### config.mk
export PLATFORM = sky130hd
export DESIGN_NAME = cmp_chan_top
export DESIGN_NICKNAME = d
export VERILOG_FILES = /design/src/rtl/cmpch_pkg.sv /design/src/rtl/cmpch_csr.sv /design/src/rtl/cmpch_slots.sv /design/src/rtl/cmpch_pin.sv /design/src/rtl/cmp_chan_top.sv
export SDC_FILE = /design/constraint.sdc
export NUM_CORES = 1
export LEC_CHECK = 0
export ABC_AREA = 1
export BUFFER_PORTS_ARGS = -buffer_cell sky130_fd_sc_hd__clkbuf_2
export CORE_UTILIZATION = 59
export DETAILED_ROUTE_END_ITERATION = 7
export PLACE_DENSITY = 0.88
export SYNTH_ARGS = -nofsm -noshare
export SYNTH_HDL_FRONTEND = slang
export SYNTH_HIERARCHICAL = 1
export SYNTH_SLANG_ARGS = --single-unit
### constraint.sdc
create_clock -name clk -period 5 [get_ports clk]
set_input_delay 0.5 -clock clk [delete_from_list [all_inputs] [get_ports clk]]
set_output_delay 0.5 -clock clk [all_outputs]
set_load 0.03 [all_outputs]
### src/rtl/cmpch_pkg.sv
package cmpch_pkg;

    localparam int CSR_W = 8;

    typedef enum logic [3:0] {
        MODE_OFF    = 4'h0,
        MODE_TOGGLE = 4'h5,
        MODE_PULSE  = 4'hF
    } mode_e;

    // Status register image, most significant bit first.
    typedef struct packed {
        logic       flag;
        logic       ie;
        logic [3:0] mode;
        logic       rsvd;
        logic       req;
    } csr_t;

    function automatic logic mode_fires(input logic [3:0] m);
        return (m == MODE_TOGGLE) || (m == MODE_PULSE);
    endfunction

    function automatic logic is_all_zero(input logic [CSR_W-1:0] d);
        return d == '0;
    endfunction

endpackage

### src/rtl/cmpch_csr.sv
module cmpch_csr
    import cmpch_pkg::*;
(
    input  logic             clk,
    input  logic             rst,
    input  logic             we,
    input  logic [CSR_W-1:0] wdata,
    input  logic             hit,
    output csr_t             q,
    output logic             clr_all
);

    csr_t w;
    logic unused_rsvd;

    always_comb begin
        w           = csr_t'(wdata);
        unused_rsvd = w.rsvd;
        clr_all     = we && is_all_zero(wdata);
    end

    always_ff @(posedge clk) begin
        if (rst) begin
            q <= '0;
        end else begin
            if (we) begin
                q.ie   <= w.ie;
                q.mode <= w.mode;
                q.req  <= w.req;
                if (w.flag) q.flag <= 1'b0;
            end
            if (hit) q.flag <= 1'b1;
            q.rsvd <= 1'b0;
        end
    end

    // The flag may only rise after a match edge.
    p_flag_source_r3: assert property (@(posedge clk) disable iff (rst)
        $rose(q.flag) |-> $past(hit));

    // A one written to bit 7 with no concurrent match leaves the flag low.
    p_w1c_r4: assert property (@(posedge clk) disable iff (rst)
        (!$past(rst) && $past(we && wdata[7] && !hit)) |-> !q.flag);

endmodule

### src/rtl/cmpch_slots.sv
module cmpch_slots
    import cmpch_pkg::*;
#(
    parameter int CTR_W = 31
) (
    input  logic             clk,
    input  logic             rst,
    input  logic [CTR_W-1:0] ctr,
    input  logic [3:0]       mode,
    input  logic             wr_en,
    input  logic [CTR_W-1:0] wr_val,
    input  logic             clr_all,
    output logic             hit,
    output logic [CTR_W-1:0] act_val
);

    logic             act_v, nxt_v;
    logic [CTR_W-1:0] nxt_val;
    logic             act_v_d, nxt_v_d;
    logic [CTR_W-1:0] act_d, nxt_d;

    always_comb begin
        hit     = mode_fires(mode) && act_v && (ctr == act_val);
        act_v_d = act_v;
        act_d   = act_val;
        nxt_v_d = nxt_v;
        nxt_d   = nxt_val;
        // Consume the matched value, promoting a queued one.
        if (hit) begin
            if (nxt_v) begin
                act_d   = nxt_val;
                nxt_v_d = 1'b0;
            end else begin
                act_v_d = 1'b0;
            end
        end
        // New writes land after promotion.
        if (wr_en) begin
            if (!act_v_d) begin
                act_d   = wr_val;
                act_v_d = 1'b1;
            end else begin
                nxt_d   = wr_val;
                nxt_v_d = 1'b1;
            end
        end
        if (clr_all) begin
            act_v_d = 1'b0;
            nxt_v_d = 1'b0;
        end
    end

    always_ff @(posedge clk) begin
        if (rst) begin
            act_v   <= 1'b0;
            nxt_v   <= 1'b0;
            act_val <= '0;
            nxt_val <= '0;
        end else begin
            act_v   <= act_v_d;
            nxt_v   <= nxt_v_d;
            act_val <= act_d;
            nxt_val <= nxt_d;
        end
    end

    // A queued value takes over on the match edge.
    p_chain_r10: assert property (@(posedge clk) disable iff (rst)
        (hit && nxt_v && !clr_all) |=> (act_v && act_val == $past(nxt_val)));

    // The next buffer is only ever filled behind an armed value.
    p_pend_needs_act_r9: assert property (@(posedge clk) disable iff (rst)
        nxt_v |-> act_v);

endmodule

### src/rtl/cmpch_pin.sv
module cmpch_pin
    import cmpch_pkg::*;
#(
    parameter int PULSE_LEN = 4
) (
    input  logic       clk,
    input  logic       rst,
    input  logic       hit,
    input  logic [3:0] mode,
    input  logic       clr_all,
    output logic       pin
);

    localparam int CNT_W = $clog2(PULSE_LEN + 1);

    logic             tog;
    logic [CNT_W-1:0] cnt;

    always_ff @(posedge clk) begin
        if (rst || clr_all) begin
            tog <= 1'b0;
            cnt <= '0;
        end else begin
            if (hit && mode == MODE_TOGGLE) tog <= ~tog;
            if (hit && mode == MODE_PULSE) cnt <= CNT_W'(PULSE_LEN);
            else if (cnt != '0)            cnt <= cnt - 1'b1;
        end
    end

    assign pin = tog | (cnt != '0);

    // Toggle-mode match flips the level.
    p_toggle_r6: assert property (@(posedge clk) disable iff (rst)
        (hit && mode == MODE_TOGGLE && !clr_all) |=> (tog != $past(tog)));

    // Pulse counter stays inside its window.
    p_pulse_bound_r7: assert property (@(posedge clk) disable iff (rst)
        cnt <= CNT_W'(PULSE_LEN));

endmodule

### src/rtl/cmp_chan_top.sv
module cmp_chan_top
    import cmpch_pkg::*;
#(
    parameter int CTR_W     = 31,
    parameter int DATA_W    = 32,
    parameter int PULSE_LEN = 4
) (
    input  logic              clk,
    input  logic              rst,
    input  logic [CTR_W-1:0]  ctr_val,
    input  logic              csr_we,
    input  logic [CSR_W-1:0]  csr_wdata,
    output logic [CSR_W-1:0]  csr_rdata,
    input  logic              cmp_we,
    input  logic [DATA_W-1:0] cmp_wdata,
    output logic [CTR_W-1:0]  cmp_rdata,
    output logic              irq,
    output logic              pin_out
);

    csr_t             csr_q;
    logic             clr_all;
    logic             hit;
    logic [CTR_W-1:0] cmp_masked;

    assign cmp_masked = cmp_wdata[CTR_W-1:0];

    generate
        if (DATA_W > CTR_W) begin : g_drop_hi
            logic unused_hi;
            assign unused_hi = ^cmp_wdata[DATA_W-1:CTR_W];
        end
    endgenerate

    cmpch_csr u_csr (
        .clk     (clk),
        .rst     (rst),
        .we      (csr_we),
        .wdata   (csr_wdata),
        .hit     (hit),
        .q       (csr_q),
        .clr_all (clr_all)
    );

    cmpch_slots #(.CTR_W(CTR_W)) u_slots (
        .clk     (clk),
        .rst     (rst),
        .ctr     (ctr_val),
        .mode    (csr_q.mode),
        .wr_en   (cmp_we),
        .wr_val  (cmp_masked),
        .clr_all (clr_all),
        .hit     (hit),
        .act_val (cmp_rdata)
    );

    cmpch_pin #(.PULSE_LEN(PULSE_LEN)) u_pin (
        .clk     (clk),
        .rst     (rst),
        .hit     (hit),
        .mode    (csr_q.mode),
        .clr_all (clr_all),
        .pin     (pin_out)
    );

    assign csr_rdata = csr_q;
    assign irq       = csr_q.flag & csr_q.ie;

endmodule

==> flow_summary.json <==
{
  "outcome": "finished clean",
  "place.gp.congestion": 0.950,
  "grt_pass1_wl_mm": 21.8,
  "rsz0062_at_grt": "no",
  "final_antenna_net_count": 0,
  "syn_inst": 860,
  "slowest_stage": "nand3_1",
  "drive_above_1_share_pct": 15.6,
  "first_iter_violations": 413,
  "final_nets": 1024,
  "worstPathArrival_ps": 3560,
  "maxCapViolations": 0,
  "grt_usage_pct": 31.7,
  "io_buffers": 113,
  "synth_cell_type_count": 29,
  "cts_setup_buffers": 0,
  "path_cells": "xnor2_1 -> nand2_1 -> nor2_1 -> nand3_1 -> nor2_1 -> nand3_2 -> nand3_1 -> buf_4 -> nand2_1 -> a21oi_1",
  "cp-start-kind": "flop",
  "grt_max_degree": 62,
  "grt_pass1_vias": 4725,
  "avgSynthCellArea_um2": 5.68,
  "cts.path.max_buffers": 2,
  "worstMarginPinSlew_ps": 1170,
  "cp.required_ps": 5280,
  "yosysTopAreaCellShare_pct": 30.7,
  "io_pins": 116,
  "tns_ps": 0,
  "irDropWorstVdd_mv": 0.175,
  "vias": 5545,
  "drc": 0,
  "vias_per_cell": 5.27,
  "die_x_um": 93.0,
  "synth_edf_count": 0,
  "htreeDepth": 3,
  "max_stage_delay_ps": 770,
  "wl_mm": 13.5,
  "final.min_clock_period_ps": 3280,
  "r2r_slack_ps": 1720,
  "core_um2": 7890,
  "finalHoldViolCount": 0,
  "setup_violations": 0,
  "fmax_mhz": 305,
  "cp-endpoint": "u_slots/nxt_val[27]$_SDFFE_PP0P_",
  "hold_buffers": 0,
  "avgRoutedWirePerCell_um": 12.8,
  "critPathLaunch": "u_csr/q[5]$_SDFFE_PP0P_",
  "stdcell_count": 1053,
  "hold_class": "in2reg",
  "r2r-start": "u_csr/q[5]$_SDFFE_PP0P_",
  "cts_sinks": 75,
  "antenna_found_initial": 0,
  "cts_root_buf": "clkbuf_8",
  "syn_to_final_growth_pct": 15.3,
  "ys_top_cells_by_area": "dfxtp_1 31%, nand2_1 26%, inv_1 8.4%",
  "whs_path_depth": 3,
  "cts_tree": "done",
  "finalCritPeriodShare_pct": 65.6,
  "clk_pin_slew_ps": 80,
  "fin_skew_ps": 7.80,
  "netlist_area_um2": 4890,
  "slew_violations": 0,
  "rr_worst_depth": 10,
  "synth_nets": 938,
  "cts_resized": 0,
  "dieArea_um2": 8650,
  "reg2reg_to": "u_slots/nxt_val[27]$_SDFFE_PP0P_",
  "synth_warnings": 6,
  "postSynth.asyncResetShare_pct": 0,
  "start_util_pct": 62.0,
  "synth.most_common_cell": "nand2_1",
  "die_height_um": 93.0,
  "dp_hpwl_mm": 8.93,
  "synth-seq-cells": 75,
  "placed_cells": 1037,
  "path_class": "reg2reg",
  "synth_flop_cell": "dfxtp_1",
  "critPathCaptureType": "flop",
  "critPathMaxFanout": 33,
  "rows": 32,
  "gr-total-overflow": 0,
  "power_leakage_uw": 0.00296,
  "slew_headroom_pct": 21.8,
  "firstDrtPassIters": 6,
  "yosysSeqAreaShare_pct": 30.7,
  "synth_common_cells": "338 x nand2_1, 109 x inv_1, 102 x nor2_1",
  "synth_largest_area_cell": "dfxtp_1",
  "insertion_delay_ps": 360,
  "p_per_area_nw_per_um2": 284,
  "diodes": 0,
  "cts_made_buffers": 9
}
==> how the worst min path moves through the flow <==
stage,start,endpoint,slack [ps]
after floorplan,u_slots/nxt_val[10]$_SDFFE_PP0P_,u_slots/nxt_val[10]$_SDFFE_PP0P_,440
after global placement,u_slots/nxt_val[4]$_SDFFE_PP0P_,u_slots/nxt_val[4]$_SDFFE_PP0P_,450
after detailed placement,u_slots/nxt_val[18]$_SDFFE_PP0P_,u_slots/nxt_val[18]$_SDFFE_PP0P_,450
after CTS,csr_wdata[6],u_csr/q[6]$_SDFFE_PP0P_,370
after global routing,cmp_wdata[29],u_slots/act_val[29]$_SDFF_PP0_,380
final,csr_wdata[6],u_csr/q[6]$_SDFFE_PP0P_,380
==> sequential cells by signal, indices dropped and copies added, names as in the netlist <==
register         flops
u_pin/tog            1
u_pin/cnt            3
u_slots/act_v        1
u_slots/act_val     31
u_slots/nxt_val     31
u_csr/q              7
u_slots/nxt_v        1
==> logic make-up after synthesis <==
logic type / Yosys count / share of synthesized area, %
other cells: 1 / 0.0767
flops: 75 / 30.7
xor+xnor: 7 / 1.25
fa+ha+maj: 3 / 0.768
buf+inv: 157 / 13.2
simple gates: 538 / 45.9
compound gates: 79 / 8.14
==> per-stage QoR <==
step / power (µW) / util, % / hold WS, ps / worst slack [ps] / cell area (µm²)
after detailed placement: 1100 / 68.8 / 454 / 1650 / 5420
after global routing: 1690 / 71.4 / 381 / 1500 / 5640
after global placement: 1100 / 68.8 / 449 / 1690 / 5420
after floorplan: 989 / - / 439 / 3100 / 4890
after CTS: 1600 / 71.4 / 375 / 1810 / 5640
final: 1600 / 71.4 / 381 / 1720 / 5640
==> routing by layer <==
metal  GRT usage, %  wire length (µm)  up-vias
met3           4.88              1150       20
li1               -                 -     2819
met5              0                 0        -
met1           41.4              5800     2439
met4           10.9               189        0
met2           53.1              6330      267
==> cells in the final DEF (no fill, tap or decap), types with 2 or more instances in the layout <==
master / instances
nand3b_1: 8
clkbuf_2: 113
nand3_2: 2
nand4_1: 36
buf_4: 8
dfxtp_1: 75
a21oi_1: 48
clkinv_2: 2
nand3_1: 40
nor3_1: 3
inv_1: 109
nand2_1: 338
clkbuf_8: 12
nor2_1: 101
o21ai_0: 30
ha_1: 3
nand2_4: 2
nor2_2: 3
xnor2_1: 6
nor4_1: 2
==> worst max-delay path, delay by kind of cell (launching register included) <==
| kind | cells | cell delay (ps) |
|---|---|---|
| AOI/OAI and AO/OA | 1 | 170 |
| xor gates and xnor gates | 1 | 340 |
| buffers and inverters | 1 | 370 |
| DFF | 1 | 360 |
| and+or+nand+nor | 7 | 1950 |
==> where the power goes <==
group          internal, µW  leakage, µW  switching (µW)  total, µW
sequential              642     0.000616            35.7        677
combinational           141      0.00224             278        419
clock                   270     0.000108             236        506
total                  1050      0.00296             549       1600
==> layout make-up <==
| class | instances | area [µm²] |
|---|---|---|
| multi-input cells | 628 | 2750 |
| fillers | 730 | 2250 |
| flip-flops and latches | 75 | 1500 |
| repair buffers | 121 | 626 |
| inverters | 111 | 422 |
| clock buffers | 12 | 165 |
| well taps | 102 | 128 |
| clock inverters | 4 | 47.5 |
(Power assumes the default switching activity.)
